<file path="config.mk">
export PLATFORM = sky130hd
export DESIGN_NAME = flyby_seq
export DESIGN_NICKNAME = d
export VERILOG_FILES = /design/src/rtl/flyby_pkg.sv /design/src/rtl/flyby_ctrl.sv /design/src/rtl/flyby_dpath.sv /design/src/rtl/flyby_seq.sv
export SDC_FILE = /design/constraint.sdc
export NUM_CORES = 1
export LEC_CHECK = 0
export ABC_AREA = 1
export ABC_CLOCK_PERIOD_IN_PS = 1400
export BUFFER_PORTS_ARGS = -buffer_cell sky130_fd_sc_hd__buf_4
export CAP_MARGIN = 20
export CORE_MARGIN = 2
export CORE_UTILIZATION = 48
export CTS_CLUSTER_DIAMETER = 80
export DETAILED_ROUTE_END_ITERATION = 12
export PLACE_DENSITY = 0.75
export SLEW_MARGIN = 5
export SYNTH_ARGS = -nofsm -noshare
export SYNTH_HDL_FRONTEND = slang
export SYNTH_SLANG_ARGS = --single-unit
</file>
<file path="constraint.sdc">
create_clock -name clk -period 1.4 [get_ports clk]
set_input_delay 0.35 -clock clk [delete_from_list [all_inputs] [get_ports clk]]
set_output_delay 0.35 -clock clk [all_outputs]
set_load 0.005 [all_outputs]
</file>
<file path="src/rtl/flyby_pkg.sv">
package flyby_pkg;

  typedef enum logic [2:0] {
    ST_IDLE,
    ST_PRE,
    ST_ROWH,
    ST_CASD,
    ST_ACC,
    ST_TAIL,
    ST_GAP,
    ST_DONE
  } seqState_t;

  // Strobe levels from control to datapath, all active high here.
  typedef struct packed {
    logic load;    // capture addresses this tick
    logic addrOn;  // address bus valid
    logic selCol;  // drive column instead of row
    logic ras;
    logic cas;
    logic oe;
    logic iowr;
    logic done;
  } strobes_t;

endpackage

</file>
<file path="src/rtl/flyby_ctrl.sv">
module flyby_ctrl
  import flyby_pkg::*;
#(
  parameter int WW = 2,
  parameter int IW = 2
) (
  input  logic          clk,
  input  logic          rstN,
  input  logic          start,
  input  logic          waitReq,
  input  logic [WW-1:0] rpWait,
  input  logic [WW-1:0] rhWait,
  input  logic [WW-1:0] daWait,
  input  logic          srcWait,
  input  logic [IW-1:0] idleStates,
  output strobes_t      strb
);

  localparam int MW = (WW > IW) ? WW : IW;
  localparam int CW = MW + 3;

  seqState_t     state;
  logic [CW-1:0] cnt;
  logic [WW-1:0] rhQ, daQ;
  logic          sfQ;
  logic [IW-1:0] idQ;

  logic [CW-1:0] accLoad;
  logic [CW-1:0] srcSpan;
  logic          stallNow;
  logic          cntZero;

  assign srcSpan  = CW'(sfQ) << 1;
  assign accLoad  = (CW'(daQ) << 1) + srcSpan + CW'(1);
  assign cntZero  = (cnt == '0);
  // falling-edge ticks have odd count; sampling stops once IOWR has risen
  assign stallNow = (state == ST_ACC) && cnt[0] && (cnt >= srcSpan + CW'(1)) && waitReq;

  always_ff @(posedge clk) begin
    if (!rstN) begin
      state <= ST_IDLE;
      cnt   <= '0;
      rhQ   <= '0;
      daQ   <= '0;
      sfQ   <= 1'b0;
      idQ   <= '0;
    end else begin
      case (state)
        ST_IDLE: begin
          if (start) begin
            state <= ST_PRE;
            cnt   <= CW'(rpWait) << 1;
            rhQ   <= rhWait;
            daQ   <= daWait;
            sfQ   <= srcWait;
            idQ   <= idleStates;
          end
        end
        ST_PRE: begin
          if (cntZero) begin
            state <= ST_ROWH;
            cnt   <= CW'(rhQ) << 1;
          end else begin
            cnt <= cnt - CW'(1);
          end
        end
        ST_ROWH: begin
          if (cntZero) begin
            state <= ST_CASD;
            cnt   <= '0;
          end else begin
            cnt <= cnt - CW'(1);
          end
        end
        ST_CASD: begin
          state <= ST_ACC;
          cnt   <= accLoad;
        end
        ST_ACC: begin
          if (stallNow) begin
            cnt <= cnt + CW'(1);
          end else if (cntZero) begin
            state <= ST_TAIL;
            cnt   <= '0;
          end else begin
            cnt <= cnt - CW'(1);
          end
        end
        ST_TAIL: begin
          if (idQ == '0) begin
            state <= ST_DONE;
            cnt   <= '0;
          end else begin
            state <= ST_GAP;
            cnt   <= (CW'(idQ) << 1) - CW'(1);
          end
        end
        ST_GAP: begin
          if (cntZero) begin
            state <= ST_DONE;
          end else begin
            cnt <= cnt - CW'(1);
          end
        end
        ST_DONE: begin
          state <= ST_IDLE;
        end
        default: begin
          state <= ST_IDLE;
          cnt   <= '0;
        end
      endcase
    end
  end

  always_comb begin
    strb        = '0;
    strb.load   = (state == ST_IDLE) && start;
    strb.addrOn = (state == ST_PRE) || (state == ST_ROWH) || (state == ST_CASD) ||
                  (state == ST_ACC) || (state == ST_TAIL);
    strb.selCol = (state == ST_CASD) || (state == ST_ACC) || (state == ST_TAIL);
    strb.ras    = (state == ST_ROWH) || (state == ST_CASD) || (state == ST_ACC) ||
                  (state == ST_TAIL);
    strb.cas    = (state == ST_ACC);
    strb.oe     = (state == ST_ACC);
    strb.iowr   = (state == ST_ROWH) || (state == ST_CASD) ||
                  ((state == ST_ACC) && !(sfQ && (cnt < CW'(2))));
    strb.done   = (state == ST_DONE);
  end

endmodule

</file>
<file path="src/rtl/flyby_dpath.sv">
module flyby_dpath
  import flyby_pkg::*;
#(
  parameter int AW = 12
) (
  input  logic          clk,
  input  logic          rstN,
  input  strobes_t      strb,
  input  logic [AW-1:0] rowAddr,
  input  logic [AW-1:0] colAddr,
  output logic [AW-1:0] dramAddr,
  output logic          addrValid,
  output logic          rasN,
  output logic          casN,
  output logic          oeN,
  output logic          iowrN,
  output logic          done
);

  logic [AW-1:0] rowQ, colQ;

  always_ff @(posedge clk) begin
    if (!rstN) begin
      rowQ <= '0;
      colQ <= '0;
    end else if (strb.load) begin
      rowQ <= rowAddr;
      colQ <= colAddr;
    end
  end

  // every pin leaves a flop so all edges share one tick of latency
  always_ff @(posedge clk) begin
    if (!rstN) begin
      dramAddr  <= '0;
      addrValid <= 1'b0;
      rasN      <= 1'b1;
      casN      <= 1'b1;
      oeN       <= 1'b1;
      iowrN     <= 1'b1;
      done      <= 1'b0;
    end else begin
      dramAddr  <= strb.selCol ? colQ : rowQ;
      addrValid <= strb.addrOn;
      rasN      <= !strb.ras;
      casN      <= !strb.cas;
      oeN       <= !strb.oe;
      iowrN     <= !strb.iowr;
      done      <= strb.done;
    end
  end

endmodule

</file>
<file path="src/rtl/flyby_seq.sv">
module flyby_seq
  import flyby_pkg::*;
#(
  parameter int AW = 12,
  parameter int WW = 2,
  parameter int IW = 2
) (
  input  logic          clk,
  input  logic          rstN,
  input  logic          start,
  input  logic [AW-1:0] rowAddr,
  input  logic [AW-1:0] colAddr,
  input  logic          waitReq,
  input  logic [WW-1:0] rpWait,
  input  logic [WW-1:0] rhWait,
  input  logic [WW-1:0] daWait,
  input  logic          srcWait,
  input  logic [IW-1:0] idleStates,
  output logic [AW-1:0] dramAddr,
  output logic          addrValid,
  output logic          rasN,
  output logic          casN,
  output logic          weN,
  output logic          oeN,
  output logic          iowrN,
  output logic          done
);

  strobes_t strb;

  flyby_ctrl #(.WW(WW), .IW(IW)) u_ctrl (
    .clk        (clk),
    .rstN       (rstN),
    .start      (start),
    .waitReq    (waitReq),
    .rpWait     (rpWait),
    .rhWait     (rhWait),
    .daWait     (daWait),
    .srcWait    (srcWait),
    .idleStates (idleStates),
    .strb       (strb)
  );

  flyby_dpath #(.AW(AW)) u_dpath (
    .clk       (clk),
    .rstN      (rstN),
    .strb      (strb),
    .rowAddr   (rowAddr),
    .colAddr   (colAddr),
    .dramAddr  (dramAddr),
    .addrValid (addrValid),
    .rasN      (rasN),
    .casN      (casN),
    .oeN       (oeN),
    .iowrN     (iowrN),
    .done      (done)
  );

  // flyby source side is read-only: DRAM write enable never asserts
  assign weN = 1'b1;

endmodule

</file>
==> results by group <==
Power
  • Leakage power: 0.00169 uW
  • Clk pwr share: 13.9%
  • Internal Power: 4690 uW
  • Pwr/cell area: 2090 nW/um2
  • P_sw: 3160 uW
  • Power after layout: 7850 uW
  • Gate power share: 55.4%
  • Switching share of power: 40.3%
  • Seq pwr share: 30.7%
  • VDD IR max: 1100 uV

STA
  • Slew Viols, Final: 0
  • Final min period: 1550 ps
  • Post-route setup TNS: -3230 ps
  • Final setup viols: 41
  • Final WS setup: -155 ps
  • Max Clk Rate: 643 MHz
  • Final hold slack: 296 ps
  • Unrepaired setup endpoints after global routing: yes
  • Final hold violations: 0
  • Final Skew: 8.74 ps
  • Final Cycle Share: 111%

Layout
  • Share of post-route cells with drive strength above 1: 40.3%
  • Fill cells: 364
  • Antenna Diode Count: 0
  • Final Cell Area: 3760 um2
  • Area Growth Syn to Fin: 50.7%
  • Net count, final: 463

Clocking
  • CTS Buffer Depth: 2
  • # clock sinks: 56
  • Worst-Skew Late Latency: 310 ps
  • Root Buffer: clkbuf_8
  • H-Tree Depth: 2
  • CTS tree: built
  • CTS Buf Count: 5
  • Worst-path clk slew: 110 ps

Hold path
  • Worst Hold Path EP: u_dpath.rowQ[8]$_SDFFE_PN0P_
  • Worst Hold Depth: 3
  • Worst hold-check path type: primary input to flop
  • Hold path start: rowAddr[8]

Route
  • Routed WL per cell: 14.5 um
  • First drt pass iteration count: 4
  • Antenna Nets Post-Route: 0
  • Via density: 5.12
  • Post-Route WL: 7070 um
  • Initial drt markers: 84
  • DRC Markers: 0
  • Routed via count: 2495

Placement
  • Port buffer count: 54
  • Detail Placement HPWL: 4280 um
  • Post-DP Area: 3220 um2
  • GPL Wtd Cong: 0.952

Floorplanning
  • Die Height: 76.1 um
  • DIE AREA: 5790 um2
  • Starting Density: 49.2%
  • Core area: 5070 um2
  • Top-level I/O count: 56
  • Die W: 76.1 um
  • # rows: 26

Logic synthesis
  • Synth area leader: dfxtp_1
  • Synth Register Bits: 56
  • Synth top area cells: dfxtp_1 (45%), a21oi_1 (11%), o21ai_0 (8.0%)
  • Avg Cell Area, Syn: 7.56 um2
  • Mapped Area: 2500 um2
  • Post-synthesis cell count: 330
  • Netlist cell types: 30
  • Syn Nets: 377
  • Post-synthesis sequential area ratio: 44.9%
  • Top cell type's share of synthesized area: 44.9%
  • Synth warnings: 0

Setup path
  • Crit end category: flop
  • Setup CP Type: flop to flop
  • Required time worst endpoint: 1630 ps
  • Crit-path max FO: 4
  • Critical register-to-register path startpoint: u_ctrl.state[1]$_SDFFE_PN0P_
  • Reg2Reg Setup Slack: -150 ps
  • Worst Setup Start Kind: flop
  • Crit path arrival time: 1780 ps
  • RR Endpoint: u_ctrl.state[0]$_SDFFE_PN0P_
  • Reg2reg path depth: 10

Status
  • Outcome: complete, but fails checks
  • Failing checks: setup timing

Global routing
  • Initial antenna violation count: 0
  • Grt ovf: 0
  • Gr usage total: 23.2%
  • First-pass GRT wire length: 10900 um
  • Vias in the first global route: 2350
  • Pin count of the biggest net entering global routing: 42

Job
  • Max Cap Violations: 0
==> layout make-up <==
class / count / area [um2] / area share [%]
clock buffer: 5 / 68.8 / 1.83
timing repair buffer: 95 / 835 / 22.2
tap: 70 / 87.6 / 2.33
multi-input combinational: 203 / 1370 / 36.5
inverter: 55 / 219 / 5.82
clock inverter: 3 / 46.3 / 1.23
sequential: 56 / 1130 / 30.1
==> power by group through the flow <==
| stage | clock, uW | combinational, uW | sequential (uW) |
|---|---|---|---|
| after detailed placement | 0 | 3290 | 2370 |
| after CTS | 1100 | 3840 | 2390 |
| after global routing | 1180 | 4780 | 2460 |
| after global placement | 0 | 3210 | 2360 |
| after floorplan | 0 | 1960 | 2370 |
| final | 1090 | 4350 | 2410 |
==> synth_stat cells <==
cell / number
a21oi_1: 53
ha_1: 10
o31ai_1: 1
o211ai_1: 1
nor2_4: 1
a21oi_2: 1
dfxtp_1: 56
buf_2: 1
conb_1: 1
a211oi_1: 1
xnor2_1: 1
nor3_1: 3
nor2_1: 13
xor2_1: 4
nand4_1: 2
nand2_1: 39
a31o_2: 1
nand2_4: 1
inv_1: 51
a22oi_1: 1
clkbuf_1: 12
nand3_4: 1
buf_4: 3
o21a_1: 1
o21ai_1: 8
nand2_2: 2
o21ai_0: 40
inv_2: 4
nand3b_1: 1
nand3_1: 16
==> what timing repair did <==
action,CTS,global route
gates cloned,1,3
pin swaps,14,7
hold endpoints to repair,0,0
gates resized for setup,45,52
buffers inserted,2,5
endpoints found under the setup margin,21,49
hold buffers,0,0
==> critical path, cell delays in order, from the launching register on <==
cell	delay [ps]
dfxtp_4	380
buf_4	150
ha_4	160
nand2_4	100
nand3_4	90
nor2_4	110
buf_6	110
nand3_2	60
nand4_1	110
nor2_2	70
a211oi_2	140
==> cell families (layout without fill, tap and decap cells) <==
group,Yosys count,count (layout),synth area share [%]
AO/OA/AOI/OAI,108,108,22.5
XOR/XNOR,5,5,1.75
adder cells (fa/ha/maj),10,10,5.01
buffers and inverters,71,158,11.2
flip-flops,56,56,44.9
other,1,1,0.150
AND/OR/NAND/NOR,79,79,14.5
==> worst max path at each step <==
stage | start | to | slack (ps) | cells after the start
after floorplan | u_ctrl.state[1]$_SDFFE_PN0P_ | u_ctrl.state[2]$_SDFFE_PN0P_ | -20 | 8
after global placement | u_ctrl.state[1]$_SDFFE_PN0P_ | u_ctrl.state[2]$_SDFFE_PN0P_ | -180 | 8
after detailed placement | u_ctrl.state[1]$_SDFFE_PN0P_ | u_ctrl.state[2]$_SDFFE_PN0P_ | -150 | 8
after CTS | u_ctrl.state[0]$_SDFFE_PN0P_ | u_ctrl.cnt[2]$_SDFFE_PN0P_ | -90 | 13
after global routing | u_ctrl.state[1]$_SDFFE_PN0P_ | u_ctrl.cnt[2]$_SDFFE_PN0P_ | -240 | 10
final | u_ctrl.state[1]$_SDFFE_PN0P_ | u_ctrl.state[0]$_SDFFE_PN0P_ | -150 | 10
==> registers in the layout (all words and copies together), names as in the netlist <==
signal and flops:
u_ctrl.idQ 2, u_dpath.rasN 1, u_ctrl.rhQ 2, u_dpath.iowrN 1, u_dpath.rowQ 12, u_ctrl.cnt 5
u_dpath.colQ 12, u_dpath.done 1, u_dpath.casN 1, u_ctrl.state 3, u_dpath.addrValid 1, u_ctrl.sfQ 1
u_ctrl.daQ 2, u_dpath.dramAddr 12
==> placed cells by master (no fill, tap or decap), drive strengths merged, types with 2 or more instances in the layout <==
cell type  instances
a21oi             54
buf               92
clkbuf             8
dfxtp             56
ha                10
inv               56
nand2             42
nand3             17
nand4              2
nor2              14
nor3               3
o21ai             48
xor2               4
==> routing by layer <==
metal  GRT usage [%]  part of all wire [%]
met3            6.40                   5.3
met2            40.6                    51
met1            27.1                    41
met4            8.73                   2.5
met5               0                     0
==> metrics by stage <==
step,util (%),worst slack (ps),instances
detailed placement,63.5,-146,468
floorplan,-,-21.4,330
global route,74.1,-239,487
CTS,70.4,-87.6,479
global placement,63.5,-181,468
finish,74.1,-155,487
(Power assumes the default switching activity.)
